<file path="src/rtl/ptp_time_counter.sv">
module ptp_time_counter #(
  parameter int QW      = 8,
  parameter int FW      = 24,
  parameter int SW      = 29,
  parameter int DEF_QUO = 6,
  parameter int DEF_NUM = 2,
  parameter int DEF_DEN = 5
) (
  input  logic        clk,
  input  logic        rst,
  input  logic        wr_en,
  input  logic [3:0]  wr_addr,
  input  logic [31:0] wr_data,
  input  logic        rd_en,
  input  logic [3:0]  rd_addr,
  output logic [31:0] rd_data,
  output logic        rd_valid,
  output logic        period_err
);
  localparam logic [3:0] A_QUO = 4'd0, A_NUM = 4'd1, A_DEN = 4'd2, A_PCOMMIT = 4'd3;
  localparam logic [3:0] A_LNS = 4'd4, A_LSH = 4'd5, A_LSL = 4'd6, A_LSYNC = 4'd7;
  localparam logic [3:0] A_STEP = 4'd8, A_SAPPLY = 4'd9;
  localparam logic [3:0] A_RNS = 4'd10, A_RSH = 4'd11, A_RSL = 4'd12;
  localparam logic [29:0] NS_PER_S = 30'd1_000_000_000;

  logic [QW-1:0] p_quo, a_quo;
  logic [FW-1:0] p_num, p_den, a_num, a_den, acc;
  logic [29:0]   ns_q, l_ns;
  logic [47:0]   sec_q, l_sec, snap;
  logic [SW-1:0] st_mag;
  logic          st_neg;

  wire commit    = wr_en && wr_addr == A_PCOMMIT && wr_data[0];
  wire sync_fire = wr_en && wr_addr == A_LSYNC && wr_data[0];
  wire step_fire = wr_en && wr_addr == A_SAPPLY && wr_data[0];
  wire p_ok      = (p_den != '0) && (p_num < p_den);

  wire [FW:0] acc_sum = {1'b0, acc} + {1'b0, a_num};
  wire        carry   = acc_sum >= {1'b0, a_den};
  wire [FW:0] acc_nxt = carry ? acc_sum - {1'b0, a_den} : acc_sum;
  wire [QW:0] inc     = {1'b0, a_quo} + {{QW{1'b0}}, carry};

  wire [32:0] mag_ext   = 33'(st_mag);
  wire [32:0] step_term = !step_fire ? 33'd0 : (st_neg ? 33'd0 - mag_ext : mag_ext);
  wire [32:0] tsum      = 33'(ns_q) + 33'(inc) + step_term;
  wire        under     = tsum[32];
  wire        over      = !under && (tsum >= 33'(NS_PER_S));
  wire [32:0] tfix      = under ? tsum + 33'(NS_PER_S) : (over ? tsum - 33'(NS_PER_S) : tsum);

  always_ff @(posedge clk) begin
    if (rst) begin
      p_quo <= '0; p_num <= '0; p_den <= '0;
      a_quo <= QW'(DEF_QUO); a_num <= FW'(DEF_NUM); a_den <= FW'(DEF_DEN);
      acc <= '0; period_err <= 1'b0;
    end else begin
      if (wr_en && wr_addr == A_QUO) p_quo <= wr_data[QW-1:0];
      if (wr_en && wr_addr == A_NUM) p_num <= wr_data[FW-1:0];
      if (wr_en && wr_addr == A_DEN) p_den <= wr_data[FW-1:0];
      if (commit && p_ok) begin
        a_quo <= p_quo; a_num <= p_num; a_den <= p_den;
        acc <= '0; period_err <= 1'b0;
      end else begin
        acc <= acc_nxt[FW-1:0];
        if (commit) period_err <= 1'b1;
      end
    end
  end

  always_ff @(posedge clk) begin
    if (rst) begin
      ns_q <= '0; sec_q <= '0; l_ns <= '0; l_sec <= '0;
      st_mag <= '0; st_neg <= 1'b0;
    end else begin
      if (wr_en && wr_addr == A_LNS) l_ns <= wr_data[29:0];
      if (wr_en && wr_addr == A_LSH) l_sec[47:32] <= wr_data[15:0];
      if (wr_en && wr_addr == A_LSL) l_sec[31:0] <= wr_data;
      if (wr_en && wr_addr == A_STEP) begin
        st_mag <= wr_data[SW-1:0];
        st_neg <= wr_data[31];
      end
      if (sync_fire) begin
        ns_q  <= l_ns;
        sec_q <= l_sec;
      end else begin
        ns_q  <= tfix[29:0];
        sec_q <= under ? sec_q - 48'd1 : (over ? sec_q + 48'd1 : sec_q);
      end
    end
  end

  always_ff @(posedge clk) begin
    if (rst) begin
      rd_valid <= 1'b0; rd_data <= '0; snap <= '0;
    end else begin
      rd_valid <= rd_en;
      if (rd_en) begin
        case (rd_addr)
          A_RNS: begin rd_data <= {2'b0, ns_q}; snap <= sec_q; end
          A_RSH: rd_data <= {16'b0, snap[47:32]};
          A_RSL: rd_data <= snap[31:0];
          default: rd_data <= '0;
        endcase
      end
    end
  end

  assert_frac_bound_R2: assert property (@(posedge clk) disable iff (rst) acc < a_den);
  assert_ns_range_R3: assert property (@(posedge clk) disable iff (rst)
    (!sync_fire && ns_q < NS_PER_S) |=> ns_q < NS_PER_S);
  assert_sec_mono_R3: assert property (@(posedge clk) disable iff (rst)
    (!sync_fire && !step_fire) |=> (sec_q == $past(sec_q) || sec_q == $past(sec_q) + 48'd1));
  assert_period_hold_R4: assert property (@(posedge clk) disable iff (rst)
    !commit |=> ($stable(a_quo) && $stable(a_num) && $stable(a_den)));
  assert_bad_keep_R5: assert property (@(posedge clk) disable iff (rst)
    (commit && !p_ok) |=> (period_err && $stable(a_den) && $stable(a_num)));
  assert_rd_lat_R9: assert property (@(posedge clk) disable iff (rst) rd_en |=> rd_valid);
endmodule

</file>
<file path="config.mk">
export PLATFORM = sky130hd
export DESIGN_NAME = ptp_time_counter
export DESIGN_NICKNAME = d
export VERILOG_FILES = /design/src/rtl/ptp_time_counter.sv
export SDC_FILE = /design/constraint.sdc
export NUM_CORES = 1
export LEC_CHECK = 0
export ABC_AREA = 1
export CAP_MARGIN = 20
export CORE_MARGIN = 2
export CORE_UTILIZATION = 45
export CTS_CLUSTER_SIZE = 24
export DETAILED_ROUTE_END_ITERATION = 8
export DONT_BUFFER_PORTS = 1
export PLACE_DENSITY = 0.64
export SLEW_MARGIN = 20
export SYNTH_ARGS = -nofsm -noshare
export SYNTH_HDL_FRONTEND = slang
export SYNTH_SLANG_ARGS = --single-unit
export TNS_END_PERCENT = 1
</file>
<file path="constraint.sdc">
create_clock -name clk -period 8.4 [get_ports clk]
set_input_delay 1.68 -clock clk [delete_from_list [all_inputs] [get_ports clk]]
set_output_delay 1.68 -clock clk [all_outputs]
set_load 0.02 [all_outputs]
</file>
======== Yosys cells after proc, flatten, opt, wreduce, memory -nomap -nowiden ========
Cells that the tools add are included.
W data, S select, Z words.
word-level totals
  flip-flop bits (word level) ............. 404
  input port bits ......................... 44
  output and inout bits ................... 34
  word-level logic and storage cells ...... 75
operators by class
  $add $sub $neg .......................... 10
  magnitude comparators ................... 3
  eq/ne operators ......................... 12
  multiplexer cells ....................... 10
  reductions and logical operators ........ 22
operators by type and width
  operator                  number
  $mux W48                  3
  $pmux W32 S3              1
  $mux W30                  3
  $mux W33                  2
  $add A48 B1 Y48 const B   1
  $sub A48 B1 Y48 const B   1
  $add A31 B33 Y33          1
  $ge A33 B30 Y1 const B    1
  $add A30 B9 Y31           1
  $add A30 B30 Y30 const B  1
  $sub A1 B29 Y30 const A   1
  $sub A30 B30 Y30 const B  1
  $add A24 B24 Y25          1
  $ge A25 B24 Y1            1
  $lt A24 B24 Y1            1
  $mux W24                  1
  $reduce_bool A24 Y1       1
  $sub A24 B24 Y24          1
  $eq A4 B4 Y1 const B      5
  $eq A4 B3 Y1 const B      4
  $logic_and A1 B1 Y1       16
  $add A8 B1 Y9             1
  $eq A4 B2 Y1 const B      2
  $eq A4 B1 Y1 const B      1
  5 further kinds           5

======== Logic depth before layout (Yosys ltp) ========
Gate-level depths: netlist of run 1.
  word-level depth ........................ 10
  mapped depth ............................ 52
  depth with buffers taken out ............ 49

======== Worst setup path before layout of run 1 ========
OpenSTA, ideal clock, no wires.
  path kind ............................... register -> register
  start ................................... reg a_num[0]
  end ..................................... reg sec_q[37]
  data arrival time ....................... 8.942 ns
  path slack .............................. -0.674 ns
  stages on the path, launching flop included .. 51
  buffers on the path ..................... 3
  clock period less this slack ............ 9.074 ns
  cells stage by stage .................... dfxtp_1 > ha_1 > inv_1 > fa_1 > inv_1 > nand3_1 > and2_1 > o21ai_1 > a21boi_1 > o21ai_1 > a21boi_1 > o21ai_0 > xor2_1 > ha_1 > a21oi_1 > o21ai_0 > o21bai_1 > a21oi_1 > [... 15 more ...] > nand3_1 > nand2_1 > buf_2 > buf_1 > ha_1 > a21oi_1 > nand2_1 > a21oi_1 > o21ai_0 > a21oi_1 > o21ai_0 > nand2_1 > nand2_1 > nand2_1 > nand2_1 > or2_2 > nand4_1 > a31oi_1
between the ends
  longest elaborated chain between the ends .. 8
  elaborated cells on any way between the ends .. 11
  those cells by class .................... 4 x add/sub; 2 x order compare; 2 x mux; 3 x reduce/logical
ends and longest elaborated chain
  what                                                       RTL line  text
  from (decl)                                                27        logic [FW-1:0] p_num, p_den, a_num, a_den, acc;
  from (signal assigned)                                     53        a_quo <= QW'(DEF_QUO); a_num <= FW'(DEF_NUM); a_den <= FW'(DEF_DEN);
  from (signal assigned)                                     60        a_quo <= p_quo; a_num <= p_num; a_den <= p_den;
  $add A24 B24 Y25 (*)                                       38        wire [FW:0] acc_sum = {1'b0, acc} + {1'b0, a_num};
  $ge A25 B24 Y1 (*)                                         39        wire carry = acc_sum >= {1'b0, a_den};
  $add A8 B1 Y9 (*)                                          41        wire [QW:0] inc = {1'b0, a_quo} + {{QW{1'b0}}, carry};
  $add A30 B9 Y31 (*)                                        45        wire [32:0] tsum = 33'(ns_q) + 33'(inc) + step_term;
  $add A31 B33 Y33 (*)                                       45
  $ge A33 B30 Y1 / $logic_not A1 Y1 (equally long branches)  47        wire over = !under && (tsum >= 33'(NS_PER_S));
  $logic_and A1 B1 Y1                                        47
  $reduce_bool A3 Y1 (no source line)                        n/a
  to (signal assigned)                                       83        sec_q <= l_sec;
  to (signal assigned)                                       86        sec_q <= under ? sec_q - 48'd1 : (over ? sec_q + 48'd1 : sec_q);
  to (decl)                                                  29        logic [47:0] sec_q, l_sec, snap;
Every way passes the cells marked *; elsewhere a longest branch is shown, timed or not.
A chain may end at the register's enable or synchronous reset.

======== Worst setup path after layout of run 1 ========
Same ends and word-level chain as after synthesis.

==> results of run 1 <==
-- placed cells by master (no fill, tap or decap), types with 48 or more instances in the layout --
master / n
a21oi_1: 424
clkbuf_16: 48
dfxtp_1: 404
ha_1: 177
inv_1: 477
nand2_1: 749
nand3_1: 201
nand4_1: 58
nor2_1: 422
o21ai_0: 434
-- stage by stage --
stage | total power [mW] | setup WS, ps
after CTS | 5.443 | 12.30
after global placement | 3.347 | 266.4
final | 5.430 | 547.5
after floorplan | 3.062 | 13.39
after detailed placement | 3.345 | 80.24
after global routing | 5.714 | -45.76
-- worst paths after layout --
kind                                               end  slack [ps]  depth (start not counted)
worst min-delay path             snap[16]$_SDFFE_PP0P_         450                          2
worst max register to register  sec_q[37]$_SDFFE_PP0P_         550                         48
worst max-delay path            sec_q[37]$_SDFFE_PP0P_         550                         48
worst min register to register   snap[16]$_SDFFE_PP0P_         450                          2
-- final cells by class --
class / instances / share of cell area [%]
repair buffers: 39 / 1.124
flip-flops and latches: 404 / 28.62
clock inverters: 20 / 0.8544
clock buffers: 65 / 4.724
diodes: 3 / 0.02656
inverters: 494 / 6.596
well taps: 756 / 3.347
multi-input cells: 2870 / 54.71
-- per-layer routing --
| metal | up-vias | track usage, % |
|---|---|---|
| li1 | 12850 | - |
| met1 | 11670 | 38.52 |
| met2 | 833 | 43.42 |
| met3 | 182 | 5.213 |
| met4 | 6 | 11.53 |
| met5 | - | 0 |
-- worst reg2reg max path, delay by kind of cell, from the launching register on --
family,cells,cell delay [ps]
flops,1,320
compound gates,18,2900
buf+inv,3,340
xor+xnor,1,200
simple gates,20,2080
fa+ha+maj,6,1910
-- where the power goes --
| group | total [mW] | internal (mW) | switching [mW] |
|---|---|---|---|
| Sequential | 2.07 | 2.01 | 0.0647 |
| Combinational | 1.27 | 0.460 | 0.808 |
| Clock | 2.09 | 1.21 | 0.877 |
-- registers in the layout (all words and copies together) (netlist names) --
| signal | count |
|---|---|
| a_num | 24 |
| st_mag | 29 |
| ns_q | 30 |
| st_neg | 1 |
| p_den | 24 |
| p_num | 24 |
| l_ns | 30 |
| p_quo | 8 |
| a_den | 24 |
| period_err | 1 |
| a_quo | 8 |
| sec_q | 48 |
| acc | 24 |
| rd_data | 32 |
| snap | 48 |
| rd_valid | 1 |
| l_sec | 48 |
-- what timing repair did --
action / 4_1_cts / 5_1_grt
resized for setup: 0 / 44
setup endpoints to repair: 0 / 48
buffers inserted: 0 / 2
-- cells by family (layout without fill, tap and decap cells) --
kind of cell | Yosys count | after routing | synth area share (%)
adders and majority gates | 192 | 192 | 9.613
other | 0 | 3 | 0
AOI/OAI and AO/OA | 1021 | 1021 | 20.89
buffers and inverters | 650 | 618 | 9.733
xor gates and xnor gates | 71 | 71 | 2.398
and+or+nand+nor | 1586 | 1586 | 26.18
DFF | 404 | 404 | 31.19
==> impl_metrics.yaml, run 1 <==
synthesis:
  netlist_area_mm2: 0.02593
  synth.avg_cell_area_um2: 6.608
  ys_ff_latch: 404
  synth_nets: 4160
  synth_edf_count: 0
  synthCells: 3924
  yosys-top-cells-count: "nand2_1, inv_1, o21ai_0"
  ys_seq_area_share_pct: 31.19
  synth_flop_cell: "dfxtp_1"
  synth_most_common_cell: "nand2_1"
  yosys_warnings: 0
  postSynth.asyncResetShare_pct: 0
  yosysTopAreaCellShare_pct: 31.19
  yosysUniqueCellTypes: 55
  synth_top_area_cell: "dfxtp_1"
  netlist_top_cells_area: "dfxtp_1, nand2_1, ha_1, o21ai_0, a21oi_1"
detailed_routing:
  num_vias: 25540
  firstDrtPassIters: 6
  wl_um: 86430
  met3_length_um: 6446
  wl_per_cell_um: 18.58
  routedLengthMet1_um: 39230
  wl_met2_um: 36790
  ant_nets: 0
  drc: 0
  viasPerCell: 5.491
  highest_layer: "met5"
  first_iter_violations: 2146
timing:
  tns_ps: 0
  hold_viol: 0
  fmax_mhz: 127.3
  setup_viol: 0
  skew_ps: 41.65
  rsz0062_at_grt: "yes"
  slew_headroom_pct: 29.13
  max_slew.worst_pin.slew_ps: 1056
  fin_crit_sh_pct: 93.48
  finalCriticalPeriod_ps: 7853
  slew_viol_final: 0
  whs_ps: 450.3
finish:
  multi_input_area_mm2: 0.01546
  layoutNonFillerInstCount: 4651
  ff_latch_area_mm2: 0.008088
  final_nets: 4092
  nFillCells: 5792
  final_util_pct: 49.83
  area_delta_synth_final_pct: 9.000
  drive_above_1_share_pct: 6.166
  finalInstanceArea_mm2: 0.02826
worst_setup_path:
  startpoint: "a_num[0]$_SDFFE_PP0P_"
  critical_path_arrival_ps: 8320
  cp_max_fo: 22
  critPathMostFrequentCell: "nand2_1"
  crit_path_end_kind: "flop"
  cp_slowest_cell: "fa_1"
  critPathKind: "flop to flop"
  worst_path_largest_cell_delay_ps: 420
  crit_buf_inv: 3
  worstPathRequired_ps: 8870
  r2r_start: "a_num[0]$_SDFFE_PP0P_"
  critPathTopFamily: "compound AO/OA/AOI/OAI gates"
  cp-start-kind: "flop"
die:
  die_w_um: 244.0
  core_area_mm2: 0.05671
  row_count: 87
  num_io_pins: 78
  die_h_um: 244.0
  start_util_pct: 45.72
  dieArea_mm2: 0.05956
clock_network:
  holdBufCountCts: 0
  clock_latency_ps: 620
  clock_sinks: 404
  cts_tree: "built"
  clkTransAtPathRegs_ps: 60
  htree_num_levels: 2
  clock_tree.buffer_depth: 3
  cts_root_buf: "clkbuf_16"
  numCtsBuffers: 47
global_routing:
  grt-ovfl-total: 0
  grt_pass1_wl_um: 132200
  grt_max_degree: 109
  antenna_found_initial: 3
  grt_usage_pct: 28.13
  grt_pass1_vias: 23200
flow_run:
  maxCapViolations: 0
place:
  place_congestion: 0.9587
  io_buffers: 0
  dp.cells: 4561
  dpl_cell_area_mm2: 0.02654
  hpwlAfterDp_um: 64770
power_and_ir_drop:
  power_density_mw_per_mm2: 192.1
  irDropWorstVdd_mv: 0.1656
  p_leak_nw: 12.81
run_status:
  outcome: "complete, no violations"
worst_hold_path:
  min_from: "snap[16]$_SDFFE_PP0P_"
  min_path_type: "flop to flop"
Note: power is estimated with default switching activity, not from simulation.
==> inputs of run 2 (changes only) <==
--- a/config.mk
+++ b/config.mk
@@ -12,6 +12,7 @@
 export CTS_CLUSTER_SIZE = 24
 export DETAILED_ROUTE_END_ITERATION = 8
 export DONT_BUFFER_PORTS = 1
+export MAX_ROUTING_LAYER = met4
 export PLACE_DENSITY = 0.64
 export SLEW_MARGIN = 20
 export SYNTH_ARGS = -nofsm -noshare
==> run 2 against run 1 <==
  * Combinational power barely moved
  * Sequential power barely moved
  * Sequential share of layout area fell by 0.086 points
  * Final cell count barely moved
  * Via count barely moved
  * Critical path type unchanged
  * Largest cell class unchanged
==> impl_metrics.yaml, run 2 (synthesis gave the netlist of run 1 again) <==
run_status:
  outcome: "complete, no violations"
detailed_routing:
  num_vias: 25550
  drc: 0
  wl_um: 87510
  wl_per_cell_um: 18.81
  firstDrtPassIters: 6
  ant_nets: 0
  viasPerCell: 5.492
  first_iter_violations: 2146
flow_run:
  maxCapViolations: 0
finish:
  drive_above_1_share_pct: 6.627
  top_regs: "l_sec (48), sec_q (48), snap (48)"
  layout_commonest_cell: "nand2_1"
  mostFrequentLayoutCells: "nand2_1, inv_1, o21ai_0"
  layoutNonFillerInstCount: 4652
  area_delta_synth_final_pct: 9.328
  finalInstanceArea_mm2: 0.02835
  final_nets: 4094
worst_setup_path:
  crit_path_end_kind: "flop"
  r2r_end: "sec_q[40]$_SDFFE_PP0P_"
  r2r_start: "a_num[0]$_SDFFE_PP0P_"
  critPathKind: "flop to flop"
  worstPathRequired_ps: 8910
  ff2ff_setup_slack_ps: 640
  cp-start-kind: "flop"
  cp_slowest_cell: "fa_1"
  worst_path_largest_cell_delay_ps: 440
  r2r_cells: 46
  critPathMostFrequentCell: "nand2_1"
  critical_path_arrival_ps: 8270
  cp_max_fo: 20
timing:
  hold_viol: 0
  fmax_mhz: 128.9
  slew_viol_final: 0
  slew_headroom_pct: 35.90
  setup_viol: 0
  finalCriticalPeriod_ps: 7761
  max_slew.worst_pin.slew_ps: 960.4
  fin_crit_sh_pct: 92.39
  skew_ps: 18.89
clock_network:
  holdBufCountCts: 0
  cts_tree: "built"
  clock_tree.buffer_depth: 3
  htree_num_levels: 2
  cts_root_buf: "clkbuf_16"
  numCtsBuffers: 47
  clkTransAtPathRegs_ps: 60
  clock_latency_ps: 590
  clock_sinks: 404
worst_hold_path:
  min_path_type: "flop to flop"
  whs_endpoint: "snap[29]$_SDFFE_PP0P_"
  min_from: "snap[29]$_SDFFE_PP0P_"
  hold_depth: 2
power_and_ir_drop:
  p_leak_nw: 12.83
  irDropWorstVdd_mv: 0.1694
  power_density_mw_per_mm2: 192.6
die:
  die_h_um: 244.0
  core_area_mm2: 0.05671
  num_io_pins: 78
  row_count: 87
  dieArea_mm2: 0.05956
  die_w_um: 244.0
  start_util_pct: 45.72
place:
  hpwlAfterDp_um: 65380
  place_congestion: 1.015
  dpl_cell_area_mm2: 0.02654
  io_buffers: 0
  dp.cells: 4561
global_routing:
  grt_usage_pct: 29.52
  antenna_found_initial: 1
  grt_pass1_vias: 22990
  grt_max_degree: 120
  grt_pass1_wl_um: 134500
  grt-ovfl-total: 0
==> run 2: timing repair <==
item,CTS,global route
endpoints found under the setup margin,1,56
buffers inserted,0,3
pin swaps,0,8
gates cloned,0,1
resized for setup,1,58
==> run 2: metrics by stage <==
step | power, mW | util, % | hold WS (ps) | worst slack [ps] | setup TNS [ps]
after floorplan | 3.062 | - | 424.5 | 13.39 | 0
after CTS | 5.461 | 49.59 | 447.8 | 2.356 | 0
final | 5.460 | 49.98 | 447.4 | 639.2 | 0
after detailed placement | 3.344 | 46.79 | 439.5 | 36.04 | 0
after global placement | 3.344 | 46.79 | 436.7 | 262.1 | 0
after global routing | 5.760 | 49.97 | 465.1 | -15.03 | -31.03
==> run 2: cell type report <==
class	count	area (um^2)
sequential	404	8088
antenna	3	7.507
fill	5814	28370
tap	756	945.9
clock inverter	21	247.7
clock buffer	63	1336
inverter	494	1864
timing repair buffer	41	350.3
multi-input combinational	2870	15510
==> run 2: worst max-delay path by stage <==
stage	cells past startpoint	from	to	slack, ps
after CTS	45	a_num[0]$_SDFFE_PP0P_	sec_q[34]$_SDFFE_PP0P_	2
final	46	a_num[0]$_SDFFE_PP0P_	sec_q[40]$_SDFFE_PP0P_	640
after global placement	45	a_num[0]$_SDFFE_PP0P_	sec_q[34]$_SDFFE_PP0P_	260
after global routing	49	a_num[0]$_SDFFE_PP0P_	sec_q[37]$_SDFFE_PP0P_	-20
after floorplan	50	a_num[0]$_SDFFE_PP0P_	sec_q[37]$_SDFFE_PP0P_	10
after detailed placement	49	a_num[0]$_SDFFE_PP0P_	sec_q[37]$_SDFFE_PP0P_	40
==> run 2: critical path: cells and delay by family (launching register included) <==
| kind | cells | cell delay (ps) |
|---|---|---|
| and+or+nand+nor | 18 | 1900 |
| xor gates and xnor gates | 1 | 200 |
| buffers and inverters | 3 | 340 |
| AOI/OAI and AO/OA | 18 | 2950 |
| DFF | 1 | 330 |
| adders and majority gates | 6 | 1940 |
==> run 2: metal layers <==
| layer | vias to the layer above | track usage (%) | wire (um) | part of all wire (%) |
|---|---|---|---|---|
| li1 | 12880 | - | - | - |
| met1 | 11760 | 40.97 | 40140 | 46 |
| met2 | 782 | 44.61 | 38090 | 44 |
| met3 | 129 | 3.062 | 6083 | 7.0 |
| met4 | 0 | 10.19 | 3197 | 3.7 |
| met5 | - | - | 0 | 0 |
==> run 2: power by group <==
group          switching [mW]  internal [mW]  leakage, nW
combinational           0.813          0.465         8.79
sequential             0.0635           2.00         3.27
clock                   0.868           1.25        0.770
total                    1.74           3.72         12.8
